[config.mk]
export PLATFORM = sky130hd
export DESIGN_NAME = bmdma_regbank
export DESIGN_NICKNAME = d
export VERILOG_FILES = /design/src/rtl/bmdma_pkg.sv /design/src/rtl/bmdma_decode.sv /design/src/rtl/bmdma_channel.sv /design/src/rtl/bmdma_regbank.sv
export SDC_FILE = /design/constraint.sdc
export NUM_CORES = 1
export LEC_CHECK = 0
export BUFFER_PORTS_ARGS = -buffer_cell sky130_fd_sc_hd__buf_2
export CORE_MARGIN = 2
export CORE_UTILIZATION = 54
export CTS_BUF_LIST = sky130_fd_sc_hd__clkbuf_8
export DETAILED_ROUTE_END_ITERATION = 10
export GPL_ROUTABILITY_DRIVEN = 0
export PLACE_DENSITY = 0.88
export SETUP_SLACK_MARGIN = 0.15
export SLEW_MARGIN = 20
export SYNTH_ARGS = -nofsm -noshare
export SYNTH_HDL_FRONTEND = slang
export SYNTH_SLANG_ARGS = --single-unit
[constraint.sdc]
create_clock -name clk -period 2 [get_ports clk]
set_input_delay 0 -clock clk [delete_from_list [all_inputs] [get_ports clk]]
set_output_delay 0 -clock clk [all_outputs]
set_load 0.005 [all_outputs]
[src/rtl/bmdma_pkg.sv]
package bmdma_pkg;
    typedef enum logic [1:0] {
        SZ_BYTE = 2'b00,
        SZ_HALF = 2'b01,
        SZ_WORD = 2'b10,
        SZ_RSVD = 2'b11
    } acc_size_e;

    typedef enum logic {
        CH_IDLE = 1'b0,
        CH_RUN  = 1'b1
    } ch_state_e;

    localparam int CMD_START_BIT = 0;
    localparam int CMD_DIR_BIT   = 3;
    localparam int STS_ACT_BIT   = 0;
    localparam int STS_ERR_BIT   = 1;
    localparam int STS_IRQ_BIT   = 2;
    localparam int STS_RW_LO     = 5;
    localparam int SLOT_BYTES    = 8;
endpackage

[src/rtl/bmdma_decode.sv]
module bmdma_decode
    import bmdma_pkg::*;
#(
    parameter int NUM_CH = 2,
    parameter int CH_W   = 1,
    parameter int ADDR_W = 4
) (
    input  logic [ADDR_W-1:0] addr,
    input  logic [1:0]        acc_size,
    output logic [CH_W-1:0]   ch_sel,
    output logic              ch_valid,
    output logic              sel_cmd,
    output logic              sel_sts,
    output logic              sel_ptr,
    output logic              is_byte,
    output logic              is_dword,
    output logic [31:0]       width_mask
);
    logic [2:0] off;

    assign off      = addr[2:0];
    assign ch_sel   = addr[ADDR_W-1:3];
    assign ch_valid = (32'(ch_sel) < NUM_CH);
    assign sel_ptr  = off[2];
    assign sel_cmd  = !off[2] && (off[1:0] == 2'd0);
    assign sel_sts  = !off[2] && (off[1:0] == 2'd2);
    assign is_byte  = (acc_size_e'(acc_size) == SZ_BYTE);
    assign is_dword = (acc_size_e'(acc_size) == SZ_WORD) && (off[1:0] == 2'd0);

    always_comb begin
        unique case (acc_size_e'(acc_size))
            SZ_BYTE: width_mask = 32'h0000_00FF;
            SZ_HALF: width_mask = 32'h0000_FFFF;
            default: width_mask = 32'hFFFF_FFFF;
        endcase
    end
endmodule

[src/rtl/bmdma_channel.sv]
module bmdma_channel
    import bmdma_pkg::*;
(
    input  logic        clk,
    input  logic        rst_n,
    input  logic        cmd_we,
    input  logic        sts_we,
    input  logic        ptr_we,
    input  logic [31:0] wdata,
    input  logic        hw_done,
    input  logic        hw_err,
    input  logic        hw_irq,
    output logic [7:0]  cmd_q,
    output logic [7:0]  sts_q,
    output logic [31:0] ptr_q,
    output logic        start,
    output logic        dir
);
    ch_state_e  state_q, state_d;
    logic       start_q, dir_q, err_q, irq_q, active;
    logic [1:0] rw_q;

    // state register
    always_ff @(posedge clk or negedge rst_n) begin
        if (!rst_n) state_q <= CH_IDLE;
        else        state_q <= state_d;
    end

    // transitions T_START, T_STOP, T_DONE
    always_comb begin
        state_d = state_q;
        unique case (state_q)
            CH_IDLE: if (cmd_we && wdata[CMD_START_BIT]) state_d = CH_RUN;
            CH_RUN:  if (hw_done || (cmd_we && !wdata[CMD_START_BIT])) state_d = CH_IDLE;
            default: state_d = CH_IDLE;
        endcase
    end

    // outputs of the state machine
    always_comb begin
        unique case (state_q)
            CH_RUN:  active = 1'b1;
            default: active = 1'b0;
        endcase
    end

    always_ff @(posedge clk or negedge rst_n) begin
        if (!rst_n) begin
            start_q <= 1'b0;
            dir_q   <= 1'b0;
            rw_q    <= 2'b00;
            err_q   <= 1'b0;
            irq_q   <= 1'b0;
            ptr_q   <= '0;
        end else begin
            if (cmd_we) begin
                start_q <= wdata[CMD_START_BIT];
                dir_q   <= wdata[CMD_DIR_BIT];
            end
            if (sts_we) rw_q <= wdata[STS_RW_LO +: 2];
            if (hw_err)                            err_q <= 1'b1;
            else if (sts_we && wdata[STS_ERR_BIT]) err_q <= 1'b0;
            if (hw_irq)                            irq_q <= 1'b1;
            else if (sts_we && wdata[STS_IRQ_BIT]) irq_q <= 1'b0;
            if (ptr_we) ptr_q <= {wdata[31:2], 2'b00};
        end
    end

    assign cmd_q = {4'b0000, dir_q, 2'b00, start_q};
    assign sts_q = {1'b0, rw_q, 2'b00, irq_q, err_q, active};
    assign start = start_q;
    assign dir   = dir_q;
endmodule

[src/rtl/bmdma_regbank.sv]
module bmdma_regbank
    import bmdma_pkg::*;
#(
    parameter int NUM_CH = 2,
    localparam int CH_W   = (NUM_CH > 1) ? $clog2(NUM_CH) : 1,
    localparam int ADDR_W = CH_W + $clog2(SLOT_BYTES)
) (
    input  logic                clk,
    input  logic                rst_n,
    input  logic                wr_en,
    input  logic                rd_en,
    input  logic [ADDR_W-1:0]   addr,
    input  logic [1:0]          acc_size,
    input  logic [31:0]         wdata,
    output logic [31:0]         rdata,
    input  logic [NUM_CH-1:0]   hw_done,
    input  logic [NUM_CH-1:0]   hw_err,
    input  logic [NUM_CH-1:0]   hw_irq,
    output logic [NUM_CH-1:0]   dma_start,
    output logic [NUM_CH-1:0]   dma_dir,
    output logic [NUM_CH*32-1:0] tbl_ptr
);
    logic [CH_W-1:0] ch_sel;
    logic            ch_valid, sel_cmd, sel_sts, sel_ptr, is_byte, is_dword;
    logic [31:0]     width_mask;
    logic [7:0]      cmd_arr [NUM_CH];
    logic [7:0]      sts_arr [NUM_CH];
    logic [31:0]     ptr_arr [NUM_CH];
    logic [NUM_CH*8-1:0] sts_flat;

    bmdma_decode #(.NUM_CH(NUM_CH), .CH_W(CH_W), .ADDR_W(ADDR_W)) u_dec (
        .addr(addr), .acc_size(acc_size), .ch_sel(ch_sel), .ch_valid(ch_valid),
        .sel_cmd(sel_cmd), .sel_sts(sel_sts), .sel_ptr(sel_ptr),
        .is_byte(is_byte), .is_dword(is_dword), .width_mask(width_mask)
    );

    for (genvar g = 0; g < NUM_CH; g++) begin : g_ch
        logic hit;
        assign hit = wr_en && ch_valid && (32'(ch_sel) == g);

        bmdma_channel u_ch (
            .clk(clk), .rst_n(rst_n),
            .cmd_we(hit && sel_cmd && is_byte),
            .sts_we(hit && sel_sts && is_byte),
            .ptr_we(hit && sel_ptr && is_dword),
            .wdata(wdata),
            .hw_done(hw_done[g]), .hw_err(hw_err[g]), .hw_irq(hw_irq[g]),
            .cmd_q(cmd_arr[g]), .sts_q(sts_arr[g]), .ptr_q(ptr_arr[g]),
            .start(dma_start[g]), .dir(dma_dir[g])
        );

        assign tbl_ptr[g*32 +: 32] = ptr_arr[g];
        assign sts_flat[g*8 +: 8]  = sts_arr[g];
    end

    // read mux
    always_comb begin
        logic [7:0]  byte_v;
        logic [31:0] ptr_v;
        byte_v = 8'hFF;
        ptr_v  = '0;
        for (int i = 0; i < NUM_CH; i++) begin
            if (32'(ch_sel) == i) begin
                ptr_v = ptr_arr[i];
                if (sel_cmd)      byte_v = cmd_arr[i];
                else if (sel_sts) byte_v = sts_arr[i];
            end
        end
        if (!rd_en)         rdata = '0;
        else if (!ch_valid) rdata = width_mask;
        else if (sel_ptr)   rdata = is_dword ? ptr_v : width_mask;
        else                rdata = is_byte ? {24'h0, byte_v} : width_mask;
    end
endmodule

==> metrics.yaml <==
status: "finished, final reports clean"
coreArea_mm2: 0.00635
clock_sinks: 74
worstSetupEndpointType: "register"
synth_xor_area_share_pct: 0
fin_crit_ns: 1.54
synthSimpleGateAreaFrac_pct: 4.11
dp_hpwl_um: 5910
layout.nets: 510
syn_inst: 282
top_layer: "met4"
cts_tree: "done"
antenna_found_initial: 0
finalMaxSlewViolations: 0
period_share_pct: 77.1
cp_top_family: "buffers and inverters"
p_leak_nw: 2.65
cts-hold-fix-buffers: 39
io_pins: 148
syn2layout_area_growth_pct: 39.9
final_cell_mix: "buf_2 (142), dfrtp_1 (74), mux2_2 (65), dlygate4sd3_1 (39), mux2i_1 (34)"
setup_violations: 0
vias: 3006
relSlewSlack_pct: 38.4
ff_latch_area_mm2: 0.00185
fmax_mhz: 648
path_class: "primary input to register"
setup_tns_ns: 0
post_cts_buffers: 0
crit_path_cell_trace: "buf_2 > or4_1 > nor3_1 > buf_4 > a31oi_1 > dlygate4sd3_1"
synth_top_family_by_area: "multiplexers"
design_power_total_mw: 3.96
synth_seq_area_share_pct: 52.0
final_common_cell: "buf_2"
gr-usage-all-layers_pct: 25.7
die_y_um: 85.2
cts_resized: 0
antennaDiodeCount: 0
synth_area_mm2: 0.00356
wl_per_cell_um: 16.8
initial_utilization_pct: 56.1
hold_path_startpoint: "acc_size[1]"
cp_slowest_cell: "or4_1"
ant_nets: 0
worstPathRequired_ns: 2.21
routed_via_density: 5.54
drive_gt1_share_pct: 50.9
multi_input_area_mm2: 0.00158
drc_errors: 0
grt.overflow.total: 0
wirelength_met1_um: 3750
cts_made_buffers: 9
synthAdderAreaFrac_pct: 0
rsz0062_at_grt: "false"
cp.arrival_ns: 1.75
crit_fanout: 10
max-cap-violations: 0
whs_ns: 0.0967
wl_met3_um: 526
synth_compound_area_share_pct: 6.68
wl_met2_um: 4630
start_kind: "primary input"
cts.clk_slew.worst_paths_ns: 0.08
cpPeakStageDelay_ns: 0.58
yosys_warnings: 0
cp-startpoint: "addr[2]"
grt_pass1_vias: 3065
die-area_mm2: 0.00726
r2r_start: "g_ch[1].u_ch.irq_q"
ys_types: 26
ir_drop_uv: 549
grt_pass1_wl_um: 14800
grt_max_degree: 75
port_buffers: 143
htreeDepth: 3
dr.first_iter.drc_count: 114
skew_ns: 0
worst-path-buf-inv: 3
clockBufferDepth: 2
synth_seq_cells: 74
fp.dieW_um: 85.2
rows: 29
hp-class: "primary input to register"
dr.pass1.iters: 4
powerDensity_mw_per_mm2: 794
final-hold-violation-count: 0
syn_area_per_cell_um2: 12.6
max_slew.worst_pin.slew_ns: 0.924
synthMuxAreaShare_pct: 32.6
clk_latency_ns: 0.32
root_buffer: "clkbuf_8"
fillers: 385
wl_um: 9100
[tightest hold or removal path: cells and delay by family]
family	cells	cell delay (ns)
AND/OR/NAND/NOR	1	0.16
buffers and inverters	1	0.14
multiplexers	1	0.08
[logic make-up after synthesis]
kind of cell / count (synthesis)
multiplexers: 107
flip-flops: 74
AND/OR/NAND/NOR: 28
other: 1
AO/OA/AOI/OAI: 42
buffers and inverters: 30
[sequential cells by signal (all words and copies together) (netlist names)]
name               flops
g_ch.u_ch.rw_q         4
g_ch.u_ch.state_q      2
g_ch.u_ch.irq_q        2
g_ch.u_ch.ptr_q       60
g_ch.u_ch.err_q        2
g_ch.u_ch.dir          2
g_ch.u_ch.start        2
[path summary, 6_finish.rpt]
| kind | cells past startpoint | slack [ns] | endpoint |
|---|---|---|---|
| worst max-delay path | 6 | 0.46 | g_ch[1].u_ch.irq_q |
| worst min-delay path | 3 | 0.1 | g_ch[0].u_ch.state_q |
| worst max register to register | 3 | 0.77 | g_ch[1].u_ch.irq_q |
| worst min register to register | 1 | 0.51 | g_ch[0].u_ch.rw_q[0] |
| max in group asynchronous | 2 | 1.04 | g_ch[1].u_ch.ptr_q[3] |
| min in group asynchronous | 2 | 0.34 | g_ch[1].u_ch.rw_q[1] |
[routing by layer]
layer	vias to the layer above	global-route usage [%]
li1	1373	-
met1	1487	32.7
met2	127	43.9
met3	19	4.86
met4	0	9.52
met5	-	0
[cells in the mapped netlist, drive strengths merged]
cell type,instances,area (um2)
a211oi,2,15.0
a21oi,26,130
a221oi,3,26.3
a311oi,1,8.76
a31oi,4,25.0
buf,20,121
clkbuf,4,15.0
conb,1,3.75
dfrtp,74,1850
inv,6,22.5
mux2,73,822
mux2i,34,340
nand2,11,41.3
nand3,1,5.00
nor2,5,18.8
nor3,5,25.0
nor4,2,12.5
o21a,1,7.51
o21ai,5,25.0
or4,3,30.0
or4b,1,13.8
[layout make-up]
type	count	area share (%)
flip-flops and latches	74	37.2
well taps	77	1.93
inverters	6	0.452
clock buffers	10	2.76
repair buffers	190	24.0
multi-input cells	181	31.7
clock inverters	5	2.06
[metrics by stage]
step	util (%)	worst slack (ns)	cell area (um2)	std cells
after floorplan	-	0.454	3570	285
after global placement	68.5	0.338	4350	489
after detailed placement	68.5	0.288	4350	489
after CTS	78.5	0.510	4980	543
after global routing	78.5	0.428	4980	543
final	78.5	0.457	4980	543
[power by group]
group | internal [mW] | switching (mW) | total (mW) | leakage (nW)
Combinational | 0.424 | 0.325 | 0.749 | 1.57
Sequential | 1.69 | 0.142 | 1.83 | 0.966
Clock | 0.854 | 0.525 | 1.38 | 0.118
Total | 2.96 | 0.992 | 3.96 | 2.65
Note: power is estimated with default switching activity, not from simulation.
